### src/rtl/tw_wiper_pkg.sv
package tw_wiper_pkg;
  localparam int BYTE_W = 8;

  typedef enum logic [2:0] {
    LS_IDLE,
    LS_RX,
    LS_ACK,
    LS_TX,
    LS_RACK,
    LS_SKIP
  } link_state_t;

  typedef enum logic [1:0] {
    BK_ADDR,
    BK_INSTR,
    BK_DATA
  } byte_kind_t;
endpackage

### src/rtl/tw_line_sampler.sv
module tw_line_sampler #(
  parameter int STAGES = 2
) (
  input  logic clk,
  input  logic rst_n,
  input  logic scl_i,
  input  logic sda_i,
  output logic scl_s,
  output logic scl_d,
  output logic sda_s,
  output logic scl_rise,
  output logic scl_fall,
  output logic start_p,
  output logic stop_p
);
  logic [STAGES-1:0] scl_sh;
  logic [STAGES-1:0] sda_sh;
  logic              sda_d;

  always_ff @(posedge clk or negedge rst_n) begin
    if (!rst_n) begin
      scl_sh <= '1;
      sda_sh <= '1;
      scl_d  <= 1'b1;
      sda_d  <= 1'b1;
    end else begin
      scl_sh <= {scl_sh[STAGES-2:0], scl_i};
      sda_sh <= {sda_sh[STAGES-2:0], sda_i};
      scl_d  <= scl_sh[STAGES-1];
      sda_d  <= sda_sh[STAGES-1];
    end
  end

  assign scl_s    = scl_sh[STAGES-1];
  assign sda_s    = sda_sh[STAGES-1];
  assign scl_rise = scl_s & ~scl_d;
  assign scl_fall = ~scl_s & scl_d;
  // data moves while clock is steadily high: framing condition
  assign start_p  = scl_s & scl_d & sda_d & ~sda_s;
  assign stop_p   = scl_s & scl_d & ~sda_d & sda_s;
endmodule

### src/rtl/tw_addr_match.sv
module tw_addr_match #(
  parameter bit         USE_PINS   = 1'b1,
  parameter logic [6:0] FIXED_ADDR = 7'b0101111,
  parameter logic [4:0] PIN_PREFIX = 5'b01011
) (
  input  logic [1:0] addr_pins_i,
  output logic [6:0] my_addr
);
  generate
    if (USE_PINS) begin : g_pins
      assign my_addr = {PIN_PREFIX, addr_pins_i};
    end else begin : g_fixed
      logic [1:0] unused_pins;
      assign unused_pins = addr_pins_i;
      assign my_addr     = FIXED_ADDR;
    end
  endgenerate
endmodule

### src/rtl/tw_link_ctrl.sv
module tw_link_ctrl
  import tw_wiper_pkg::*;
(
  input  logic              clk,
  input  logic              rst_n,
  input  logic              sda_s,
  input  logic              scl_rise,
  input  logic              scl_fall,
  input  logic              start_p,
  input  logic              stop_p,
  input  logic [6:0]        my_addr,
  input  logic [BYTE_W-1:0] rd_data,
  output logic              sda_oe,
  output logic              load_instr,
  output logic              load_data,
  output logic [BYTE_W-1:0] rx_byte
);
  localparam int CNT_W = $clog2(BYTE_W);

  link_state_t       st;
  byte_kind_t        kind;
  logic [CNT_W-1:0]  cnt;
  logic [BYTE_W-1:0] sh;
  logic              ack_hi;
  logic              rw;
  logic              last_bit;

  assign rx_byte    = {sh[BYTE_W-2:0], sda_s};
  assign last_bit   = (st == LS_RX) && scl_rise && (cnt == CNT_W'(BYTE_W - 1));
  assign load_instr = last_bit && (kind == BK_INSTR);
  assign load_data  = last_bit && (kind == BK_DATA);

  always_ff @(posedge clk or negedge rst_n) begin
    if (!rst_n) begin
      st     <= LS_IDLE;
      kind   <= BK_ADDR;
      cnt    <= '0;
      sh     <= '0;
      ack_hi <= 1'b0;
      rw     <= 1'b0;
      sda_oe <= 1'b0;
    end else if (start_p) begin
      st     <= LS_RX;
      kind   <= BK_ADDR;
      cnt    <= '0;
      sda_oe <= 1'b0;
    end else if (stop_p) begin
      st     <= LS_IDLE;
      sda_oe <= 1'b0;
    end else begin
      case (st)
        LS_RX: begin
          if (scl_rise) begin
            sh <= rx_byte;
            if (cnt == CNT_W'(BYTE_W - 1)) begin
              cnt    <= '0;
              ack_hi <= 1'b0;
              if (kind != BK_ADDR) begin
                st <= LS_ACK;
              end else if (sh[6:0] == my_addr) begin
                st <= LS_ACK;
                rw <= sda_s;
              end else begin
                st <= LS_SKIP;
              end
            end else begin
              cnt <= cnt + 1'b1;
            end
          end
        end
        LS_ACK: begin
          if (scl_rise) ack_hi <= 1'b1;
          if (scl_fall) begin
            if (!ack_hi) begin
              sda_oe <= 1'b1;
            end else if (kind == BK_ADDR && rw) begin
              sh     <= rd_data;
              sda_oe <= ~rd_data[BYTE_W-1];
              cnt    <= '0;
              st     <= LS_TX;
            end else begin
              sda_oe <= 1'b0;
              st     <= LS_RX;
              kind   <= (kind == BK_ADDR) ? BK_INSTR : BK_DATA;
            end
          end
        end
        LS_TX: begin
          if (scl_rise) begin
            if (cnt == CNT_W'(BYTE_W - 1)) begin
              cnt    <= '0;
              ack_hi <= 1'b0;
              st     <= LS_RACK;
            end else begin
              cnt <= cnt + 1'b1;
            end
          end
          if (scl_fall && cnt != '0) begin
            sh     <= {sh[BYTE_W-2:0], 1'b0};
            sda_oe <= ~sh[BYTE_W-2];
          end
        end
        LS_RACK: begin
          if (scl_fall) begin
            if (ack_hi) begin
              sh     <= rd_data;
              sda_oe <= ~rd_data[BYTE_W-1];
              cnt    <= '0;
              st     <= LS_TX;
            end else begin
              sda_oe <= 1'b0;
            end
          end
          if (scl_rise) begin
            if (!sda_s) ack_hi <= 1'b1;
            else        st     <= LS_SKIP;
          end
        end
        default: sda_oe <= 1'b0;
      endcase
    end
  end
endmodule

### src/rtl/tw_wiper_bank.sv
module tw_wiper_bank
  import tw_wiper_pkg::*;
#(
  parameter int NCH = 2
) (
  input  logic                          clk,
  input  logic                          rst_n,
  input  logic                          load_instr,
  input  logic                          load_data,
  input  logic [BYTE_W-1:0]             rx_byte,
  output logic [BYTE_W-1:0]             rd_data,
  output logic [NCH-1:0][BYTE_W-1:0]    wiper_o,
  output logic [NCH-1:0]                open_a_o
);
  localparam int CHW    = (NCH > 1) ? $clog2(NCH) : 1;
  localparam int SD_BIT = BYTE_W - 1 - CHW;
  localparam logic [BYTE_W-1:0] MID = BYTE_W'(1) << (BYTE_W - 1);

  logic [CHW-1:0]                   ptr;
  logic [CHW-1:0]                   sel;
  logic [NCH-1:0][BYTE_W-1:0]       code_q;
  logic [NCH-1:0]                   sd_q;

  assign sel = rx_byte[BYTE_W-1 -: CHW];

  always_ff @(posedge clk or negedge rst_n) begin
    if (!rst_n)          ptr <= '0;
    else if (load_instr) ptr <= sel;
  end

  generate
    for (genvar i = 0; i < NCH; i++) begin : g_ch
      always_ff @(posedge clk or negedge rst_n) begin
        if (!rst_n) begin
          code_q[i] <= MID;
          sd_q[i]   <= 1'b0;
        end else begin
          if (load_data && ptr == CHW'(i))  code_q[i] <= rx_byte;
          if (load_instr && sel == CHW'(i)) sd_q[i]   <= rx_byte[SD_BIT];
        end
      end
      assign wiper_o[i]  = sd_q[i] ? '0 : code_q[i];
      assign open_a_o[i] = sd_q[i];
    end
  endgenerate

  assign rd_data = code_q[ptr];
endmodule

### src/rtl/tw_dual_wiper.sv
module tw_dual_wiper
  import tw_wiper_pkg::*;
#(
  parameter int         NCH        = 2,
  parameter bit         USE_PINS   = 1'b1,
  parameter logic [6:0] FIXED_ADDR = 7'b0101111,
  parameter logic [4:0] PIN_PREFIX = 5'b01011,
  parameter int         SYNC_STAGES = 2
) (
  input  logic                       clk,
  input  logic                       rst_n,
  input  logic                       scl_i,
  input  logic                       sda_i,
  input  logic [1:0]                 addr_pins_i,
  output logic                       sda_oe_o,
  output logic [NCH-1:0][BYTE_W-1:0] wiper_o,
  output logic [NCH-1:0]             open_a_o
);
  logic scl_s, scl_d, sda_s, scl_rise, scl_fall, start_p, stop_p;
  logic [6:0]        my_addr;
  logic [BYTE_W-1:0] rd_data;
  logic [BYTE_W-1:0] rx_byte;
  logic              load_instr, load_data;

  tw_line_sampler #(.STAGES(SYNC_STAGES)) u_smp (
    .clk(clk), .rst_n(rst_n), .scl_i(scl_i), .sda_i(sda_i),
    .scl_s(scl_s), .scl_d(scl_d), .sda_s(sda_s),
    .scl_rise(scl_rise), .scl_fall(scl_fall),
    .start_p(start_p), .stop_p(stop_p)
  );

  tw_addr_match #(
    .USE_PINS(USE_PINS), .FIXED_ADDR(FIXED_ADDR), .PIN_PREFIX(PIN_PREFIX)
  ) u_adr (
    .addr_pins_i(addr_pins_i), .my_addr(my_addr)
  );

  tw_link_ctrl u_link (
    .clk(clk), .rst_n(rst_n), .sda_s(sda_s),
    .scl_rise(scl_rise), .scl_fall(scl_fall),
    .start_p(start_p), .stop_p(stop_p),
    .my_addr(my_addr), .rd_data(rd_data),
    .sda_oe(sda_oe_o), .load_instr(load_instr),
    .load_data(load_data), .rx_byte(rx_byte)
  );

  tw_wiper_bank #(.NCH(NCH)) u_bank (
    .clk(clk), .rst_n(rst_n),
    .load_instr(load_instr), .load_data(load_data), .rx_byte(rx_byte),
    .rd_data(rd_data), .wiper_o(wiper_o), .open_a_o(open_a_o)
  );
endmodule

### config.mk
export PLATFORM = sky130hd
export DESIGN_NAME = tw_dual_wiper
export DESIGN_NICKNAME = d
export VERILOG_FILES = /design/src/rtl/tw_wiper_pkg.sv /design/src/rtl/tw_line_sampler.sv /design/src/rtl/tw_addr_match.sv /design/src/rtl/tw_link_ctrl.sv /design/src/rtl/tw_wiper_bank.sv /design/src/rtl/tw_dual_wiper.sv
export SDC_FILE = /design/constraint.sdc
export NUM_CORES = 1
export LEC_CHECK = 0
export ABC_AREA = 1
export CORE_MARGIN = 4
export CORE_UTILIZATION = 60
export CTS_CLUSTER_SIZE = 24
export DETAILED_ROUTE_END_ITERATION = 12
export DONT_BUFFER_PORTS = 1
export GPL_TIMING_DRIVEN = 1
export PLACE_DENSITY = 0.78
export SLEW_MARGIN = 20
export SYNTH_ARGS = -nofsm -noshare
export SYNTH_HDL_FRONTEND = slang
export SYNTH_SLANG_ARGS = --single-unit
### constraint.sdc
create_clock -name clk -period 2.2 [get_ports clk]
set_clock_uncertainty 0.1 [all_clocks]
set_input_delay 0.44 -clock clk [delete_from_list [all_inputs] [get_ports clk]]
set_output_delay 0.44 -clock clk [all_outputs]
set_load 0.02 [all_outputs]
# == Yosys cells after proc, flatten, opt, wreduce, memory -nomap -nowiden ==
# Index checks and enable logic that the tools add are counted.
# Widths: inputs -> output; s select.
# op_classes
add_sub_neg,1
n_mul,0
div,0
magnitude_cmp,1
eq_ne,37
n_shift,0
muxes,60
bitwise_logic,17
reduce_logical,28
# ops
op,n
$mux 3,23
$mux 7,7
$mux 8,4
$ne 4x3->1 const B,7
$pmux 7 s4,1
$ne 2x1->1 const B,11
$mux 2,8
$reduce_and 8->1,2
$ne 3x2->1 const B,5
$reduce_and 7->1,2
$mux 1,13
$pmux 3 s4,1
$logic_and 1x1->1,10
$not 1->1,10
$reduce_and 10->1,1
$pmux 3 s3,1
$reduce_bool 2->1,4
$reduce_bool 4->1,2
$and 1x1->1,7
$eq 7x6->1,1
$eq 3x2->1 const B,2
$eq 3x3->1 const B,2
$ne 2x2->1 const B,3
$reduce_bool 3->1,2
other kinds (15),15
# word_totals
ff_bits,43
latch_bits,0
ram_bits,0
mem_bits_ro,0
in_bits,6
out_inout_bits,19
wordCells,160
mem_count,0

# == Longest topological paths before layout ==
# Gate-level depths: netlist of the first run.
# depth
word_depth,9
ltp_mapped,10
depth_no_buf,10

# == Hierarchy ==
# From an unflattened synthesis of the first run, not the netlist that was laid out.
# unflattened
cells_unflattened,373
area_unflattened_um2,2660.1
# modules_own_cells
mod,instances,cells_each,area_per_inst_um2,seq_area_each_um2
tw_link_ctrl,1,212,1401.3,450.4
tw_wiper_bank,1,135,999.7,478.0
tw_line_sampler,1,17,198.9,157.7
tw_addr_match,1,9,60.1,0.0

# == Worst setup path before layout of the first run ==
# OpenSTA, ideal clock, no wires.
# synth_timing
kind,flip-flop to flip-flop
start,register u_link.cnt[0]
end,register u_bank.code_q[5] in the netlist's numbering
setup_ns,0.120
arrival_ns,1.410
t_required_ns,1.980
path_slack_ns,0.570
stages_incl_launch_ff,9
path_buffers,1
period_less_slack_ns,1.630
path_cell_list,dfrtp_1 -> ha_1 -> ha_1 -> nand3_1 -> nor2_8 -> nand3_4 -> buf_6 -> nand2_1 -> o21ai_2
# synth_via
elab_chain_cells,4
# synth_rtl
item,line,source
start: declaration,tw_link_ctrl.sv:22,logic [CNT_W-1:0] cnt;
start signal: assignment,tw_link_ctrl.sv:67,cnt <= cnt + 1'b1;
start signal: assignment,tw_link_ctrl.sv:95,cnt <= cnt + 1'b1;
$eq 3x3->1,tw_link_ctrl.sv:29,assign last_bit = (st == LS_RX) && scl_rise && (cnt == CNT_W'(BYTE_W - 1));
$logic_and 1x1->1,tw_link_ctrl.sv:29,
$logic_and 1x1->1,tw_link_ctrl.sv:31,assign load_data = last_bit && (kind == BK_DATA);
$logic_and 1x1->1,tw_wiper_bank.sv:38,if (load_data && ptr == CHW'(i)) code_q[i] <= rx_byte;
end signal: indexed assignment,tw_wiper_bank.sv:38,
end: declaration,tw_wiper_bank.sv:21,logic [NCH-1:0][BYTE_W-1:0] code_q;
# Every way passes these cells.
# A chain may end at the register's enable or synchronous reset.

==> impl_metrics.py, run 1 <==
metrics = {
    "timing": {
        "worst_pin_slew_ns": 0.5605,
        "slew_viol_final": 0,
        "max_freq_mhz": 547.7,
        "fin_crit_ns": 1.826,
        "setup_viol": 0,
        "tns_ns": 0,
        "finalHoldViolCount": 0,
        "max_slew_margin_pct": 62.63,
        "fin_ws_ns": 0.3742,
        "finalCritPeriodShare_pct": 82.99,
        "rsz0062_at_grt": "false",
    },
    "yosys": {
        "synth_area_per_cell_um2": 7.715,
        "synth_most_common_cell": "nand2_1",
        "synth_seq_area_share_pct": 44.13,
        "synth_async_sr_flop_share_pct": 100.0,
        "yosysWarnings": 0,
        "ys_seq_elements": 43,
        "synth_fp_nets": 328,
        "netlist_instances": 319,
        "syn_area_um2": 2461,
        "synthTopCellsByArea": "dfrtp_1 36%, nand2_1 14%, dfstp_2 8.5%",
        "synth_commonest_cells": "94 x nand2_1, 41 x inv_1, 35 x dfrtp_1, 32 x nor2_1, 21 x nand3_1",
        "synth_top_area_share_pct": 35.59,
        "synth_edf_count": 0,
        "synth.distinct_cells": 29,
        "ys.flop_type": "dfrtp_1",
        "yosys.area.top_type": "dfrtp_1",
    },
    "worst_setup_path": {
        "path_buf_inv": 0,
        "slowest_stage": "dfrtp_1",
        "cp_top_family": "flip-flops",
        "timing.rr.end": "u_bank.code_q[10]",
        "path_cells": "nor2_1",
        "cp_max_fo": 10,
        "arrival_ns": 1.29,
        "r2r_slack_ns": 0.42,
        "path_class": "reg -> out",
        "max_stage_delay_ns": 0.57,
        "r2r-start": "u_link.cnt[0]",
        "r2r_cells": 7,
        "worstSetupStartpointType": "flop",
        "cp.required_ns": 1.66,
        "end_kind": "primary output",
    },
    "route": {
        "drtAntennaViolNets": 0,
        "vias": 2016,
        "first_pass_iters": 6,
        "drt_wl_total_mm": 5.052,
        "vias_per_cell": 5.405,
        "post-route-drc-count": 0,
        "drt_iter0_drc": 126,
        "post_drt_wl_per_cell_um": 13.54,
    },
    "power_and_ir_drop": {
        "comb_power_share_pct": 35.7,
        "swShare_pct": 40.84,
        "peakVddDrop_v": 0.0006052,
        "seqPwrFrac_pct": 43.1,
        "internal_power_mw": 1.373,
        "clkPwrFrac_pct": 21.3,
        "p_per_area_nw_per_um2": 892.8,
        "p_leak_nw": 1.248,
        "switchingPower_mw": 0.9481,
    },
    "floorplan": {
        "fp.dieH_um": 72.05,
        "coreArea_um2": 3971,
        "initial_core_util_pct": 61.97,
        "num_rows": 23,
        "fp.dieW_um": 72.05,
        "ioPinCount": 25,
        "die-area_um2": 5190,
    },
    "min_path": {
        "hold-path-endpoint": "u_smp.scl_sh[0]",
        "hold_depth": 0,
        "min_path_type": "in -> reg",
        "min-delay-start": "scl_i",
    },
    "cts": {
        "cts.sinks": 43,
        "hold_buffers": 2,
        "insertion_delay_ns": 0.30,
        "postCtsSetupBuffers": 0,
        "cts_max_level": 2,
        "cts_buffer_depth": 2,
        "post_cts_resized": 0,
        "clk_pin_slew_ns": 0.08,
        "cts_tree": "built",
        "cts_root_buf": "clkbuf_8",
        "numCtsBuffers": 5,
    },
    "placed_design": {
        "port_buffers": 0,
        "hpwl_mm": 3.725,
        "pre_cts_slack_ns": 0.4276,
        "place.gp.congestion": 0.8403,
    },
    "finish": {
        "syn_to_final_growth_pct": 5.643,
        "antenna_cells": 0,
        "fillers": 351,
        "nets": 331,
        "layout-drive-gt1-share_pct": 16.41,
    },
    "job": {
        "maxCapViolCount": 0,
    },
    "grt": {
        "antenna_found_initial": 0,
        "grt_usage_pct": 21.93,
        "grt_pass1_vias": 1863,
        "grt_max_degree": 44,
        "globalRouteOverflowTotal": 0,
        "grt_pass1_wl_mm": 8.804,
    },
    "run_status": {
        "outcome": "finished, final reports clean",
    },
}
[metrics by stage]
step	instance area [µm²]	total power, mW	cells	hold WS (ns)	util [%]
global placement	2485	1.799	363	0.04581	62.57
detailed placement	2485	1.818	363	0.04617	62.57
floorplan	2461	1.639	319	0.04441	-
finish	2600	2.321	373	0.03486	65.47
CTS	2600	2.338	373	0.01994	65.47
global route	2600	2.502	373	0.009762	65.47
[cell type report]
cell class,count,area (µm²),area share (%)
clock buffer,6,72.57,2.791
clock inverter,2,12.51,0.4812
inverter,46,172.7,6.641
multi-input combinational,223,1156,44.47
sequential,43,1086,41.77
tap,50,62.56,2.406
timing repair buffer,3,37.54,1.444
[sequential cells by signal, summed over array words and instances, names as in the netlist]
register and count:
u_smp.scl_sh 2, u_link.cnt 3, u_link.kind 2, u_link.ack_hi 1, u_link.st 3, u_bank.ptr 1, u_link.sda_oe 1, u_smp.scl_d 1
u_bank.open_a_o 2, u_link.rw 1, u_smp.sda_d 1, u_smp.sda_sh 2, u_bank.code_q 16, u_link.sh 7
[how the worst max path moves through the flow]
stage	startpoint	to	slack, ns	depth (start not counted)
5_1_grt	u_link.cnt[0]	u_bank.code_q[10]	0.29	7
2_1_floorplan	u_link.cnt[0]	u_bank.code_q[5]	0.57	8
4_1_cts	u_bank.open_a_o[0]	wiper_o[2]	0.35	1
3_5_place_dp	u_link.cnt[0]	u_bank.code_q[7]	0.43	6
3_3_place_gp	u_link.cnt[0]	u_bank.code_q[1]	0.49	7
6_report	u_bank.open_a_o[0]	wiper_o[1]	0.37	1
[cell usage in the layout, fill, tap and decap left out, types with 2 or more instances in the layout]
| cell | n |
|---|---|
| inv_1 | 41 |
| nand2_2 | 3 |
| nor2_1 | 32 |
| nor2_2 | 3 |
| nand2_1 | 94 |
| nand3_1 | 21 |
| dfrtp_1 | 35 |
| nor2_4 | 2 |
| inv_2 | 5 |
| o21ai_2 | 13 |
| nand4_1 | 4 |
| nor2_8 | 2 |
| nand2_4 | 2 |
| ha_1 | 3 |
| o21a_1 | 2 |
| o21ai_1 | 10 |
| clkbuf_8 | 5 |
| a21oi_1 | 3 |
| dfstp_2 | 8 |
| o21ai_0 | 20 |
| or2_1 | 2 |
| nand3_4 | 3 |
[power groups by stage]
stage,clock [mW],sequential [mW],combinational (mW)
3_3_place_gp,0,1.01,0.794
6_report,0.494,0.999,0.828
2_1_floorplan,0,0.987,0.652
3_5_place_dp,0,1.01,0.806
4_1_cts,0.510,0.997,0.831
5_1_grt,0.544,1.01,0.946
[metal layers]
metal  track usage, %  part of all wire [%]
met1            30.71                    46
met3            4.571                   4.8
met2            34.08                    48
met4            7.516                   1.3
met5                0                     0
[logic make-up after synthesis]
logic type                 count (synthesis)  share of synthesized area, %
AOI/OAI and AO/OA                         49                         12.46
buffers and inverters                     53                         8.897
DFF                                       43                         44.13
adders and majority gates                  3                         1.525
and+or+nand+nor                          171                         32.99
Power figures use the tool's default switching activity.
==> run 2, diff against run 1 <==
--- a/config.mk
+++ b/config.mk
@@ -7,12 +7,12 @@
 export LEC_CHECK = 0
 export ABC_AREA = 1
 export CORE_MARGIN = 4
-export CORE_UTILIZATION = 60
+export CORE_UTILIZATION = 57
 export CTS_CLUSTER_SIZE = 24
 export DETAILED_ROUTE_END_ITERATION = 12
 export DONT_BUFFER_PORTS = 1
 export GPL_TIMING_DRIVEN = 1
-export PLACE_DENSITY = 0.78
+export PLACE_DENSITY = 0.77
 export SLEW_MARGIN = 20
 export SYNTH_ARGS = -nofsm -noshare
 export SYNTH_HDL_FRONTEND = slang
==> constraint.sdc (replaced) <==
create_clock -name clk -period 1.6 [get_ports clk]
set_clock_uncertainty 0.1 [all_clocks]
set_input_delay 0.32 -clock clk [delete_from_list [all_inputs] [get_ports clk]]
set_output_delay 0.32 -clock clk [all_outputs]
set_load 0.02 [all_outputs]
==> run 2 against run 1 <==
  * The flow now finishes with violations (setup timing)
  * Critical path depth up 8
  * Register-to-register slack worse by 0.52 ns
  * Flip-flop and latch count unchanged
  * Wire length grew 24%
  * First-iteration DRC count increased by 76%
  * Final area increased by 22%
  * Sequential power is 38% higher
  * Global-route usage is 1.8 points higher
  * Power up 58%
  * Core utilization grew 12 points
  * Worst hold slack better by 0.22 ns
  * Die area is 4.7% higher
  * Critical path type is now reg -> reg
  * Critical endpoint is now u_bank.code_q[8]
==> impl_metrics.py, run 2 (synthesized netlist as in run 1, its figures left out) <==
metrics = {
    "placed_design": {
        "hpwl_mm": 3.950,
        "pre_cts_slack_ns": -0.1050,
        "port_buffers": 0,
        "place.gp.congestion": 0.8855,
    },
    "grt": {
        "grt_max_degree": 44,
        "grtUsageMet3_pct": 4.378,
        "grt_pass1_wl_mm": 9.873,
        "grt.busiest_layer": "met2",
        "grt_pass1_vias": 2108,
        "antenna_found_initial": 0,
        "globalRouteOverflowTotal": 0,
        "grt_use_met2_pct": 38.09,
        "grt_usage_pct": 23.73,
        "met1_usage_pct": 33.02,
    },
    "floorplan": {
        "fp.dieH_um": 73.71,
        "coreArea_um2": 4086,
        "num_rows": 23,
        "initial_core_util_pct": 60.23,
        "fp.dieW_um": 73.71,
        "die-area_um2": 5433,
        "ioPinCount": 25,
    },
    "timing": {
        "slew_viol_final": 0,
        "fin_ws_ns": -0.09545,
        "fin_hold_ws_ns": 0.2588,
        "worst_pin_slew_ns": 0.4810,
        "max_freq_mhz": 589.8,
        "max_slew_margin_pct": 67.90,
        "rsz0062_at_grt": "true",
        "finalHoldViolCount": 0,
        "setup_viol": 30,
        "fin_crit_ns": 1.695,
        "finalCritPeriodShare_pct": 106.0,
    },
    "cts": {
        "clk_pin_slew_ns": 0.09,
        "cts_root_buf": "clkbuf_8",
        "insertion_delay_ns": 0.30,
        "numCtsBuffers": 5,
        "cts_tree": "built",
        "cts_max_level": 2,
        "cts_buffer_depth": 2,
        "cts.sinks": 43,
    },
    "finish": {
        "antenna_cells": 0,
        "nets": 373,
        "syn_to_final_growth_pct": 29.23,
        "layout_common_cells": "79 x nand2_1, 37 x inv_1, 34 x buf_4, 31 x dfrtp_1",
        "layout-drive-gt1-share_pct": 38.63,
        "largest_reg_flops": 16,
        "top_regs": "u_bank.code_q (16), u_link.sh (7)",
        "top_register": "u_bank.code_q",
        "mostFrequentLayoutCell": "nand2_1",
    },
    "worst_setup_path": {
        "worstSetupStartpointType": "flop",
        "arrival_ns": 1.78,
        "cp_max_fo": 8,
        "slowest_stage": "dfrtp_1",
        "cp.required_ns": 1.68,
        "max_stage_delay_ns": 0.36,
        "end_kind": "flop",
        "r2r_slack_ns": -0.1,
        "path_cells": "buf_4 > ha_4 > ha_4 > nand3_4 > nor2_8 > buf_12 > nand3_4 > nand2_2 > o21ai_2",
        "path_class": "reg -> reg",
    },
    "min_path": {
        "min_path_type": "reg -> reg",
    },
    "power_and_ir_drop": {
        "swShare_pct": 40.96,
        "p_per_area_nw_per_um2": 1152,
        "clkPwrFrac_pct": 18.8,
        "peakVddDrop_v": 0.0009049,
        "internal_power_mw": 2.162,
        "p_leak_nw": 1.460,
        "seqPwrFrac_pct": 37.8,
        "switchingPower_mw": 1.500,
        "comb_power_share_pct": 43.4,
    },
    "route": {
        "vias_per_cell": 5.482,
        "vias": 2275,
        "first_pass_iters": 6,
        "drt_wl_total_mm": 6.240,
        "post-route-drc-count": 0,
        "drtAntennaViolNets": 0,
        "drt_iter0_drc": 222,
        "post_drt_wl_per_cell_um": 15.04,
    },
    "job": {
        "maxCapViolCount": 0,
    },
    "run_status": {
        "outcome": "finished with violations",
        "violations": "setup timing",
    },
}
## run 2: repair_timing
action | in CTS | in global routing
hold buffers | 4 | 0
endpoints found under the setup margin | 42 | 41
endpoints found under the hold margin | 45 | 0
buffers inserted | 7 | 6
pin swaps | 9 | 7
cloned | 2 | 0
resized for setup | 21 | 52
## run 2: layout make-up
cell class	instances	area, µm²
clock buffers	6	72.57
clock inverters	2	12.51
fillers	281	905.9
inverters	46	175.2
multi-input cells	225	1396
flip-flops and latches	43	1091
well taps	50	62.56
repair buffers	43	370.4
## run 2: final timing paths
check	from	cells past startpoint	to
min reg2reg	u_smp.sda_sh[0]	0	u_smp.sda_sh[1]
min	u_smp.sda_sh[0]	0	u_smp.sda_sh[1]
min in group asynchronous	rst_n	2	u_link.cnt[2]
max in group asynchronous	rst_n	2	u_smp.sda_sh[0]
max reg2reg	u_link.cnt[1]	9	u_bank.code_q[8]
max	u_link.cnt[1]	9	u_bank.code_q[8]
## run 2: power by group through the flow
stage | sequential (mW) | clock [mW] | combinational, mW
floorplan | 1.36 | 0 | 0.896
global placement | 1.36 | 0 | 1.21
detailed placement | 1.38 | 0 | 1.23
CTS | 1.36 | 0.698 | 1.36
global route | 1.40 | 0.748 | 1.78
finish | 1.38 | 0.688 | 1.59
## run 2: through the flow
stage | setup TNS, ns | utilization, % | cells | power, mW | area [µm²]
2_1_floorplan | 0 | - | 319 | 2.254 | 2466
3_3_place_gp | -0.2232 | 65.52 | 388 | 2.577 | 2678
3_5_place_dp | -1.765 | 65.52 | 388 | 2.609 | 2678
4_1_cts | -0.3893 | 72.81 | 409 | 3.417 | 2975
5_1_grt | -4.216 | 77.83 | 415 | 3.927 | 3181
6_report | -1.683 | 77.83 | 415 | 3.663 | 3181
## run 2: worst max-delay path: cells and delay by family (launching register included)
kind	cells	cell delay (ns)
flip-flops	1	0.36
AO/OA/AOI/OAI	1	0.06
adder cells (fa/ha/maj)	2	0.29
AND/OR/NAND/NOR	4	0.51
buffers and inverters	2	0.26
## run 2: layer usage
layer / routed length [µm] / vias to the layer above
met5: 0 / -
met4: 118 / 0
met2: 3052 / 109
li1: - / 1097
met3: 413 / 19
met1: 2656 / 1050
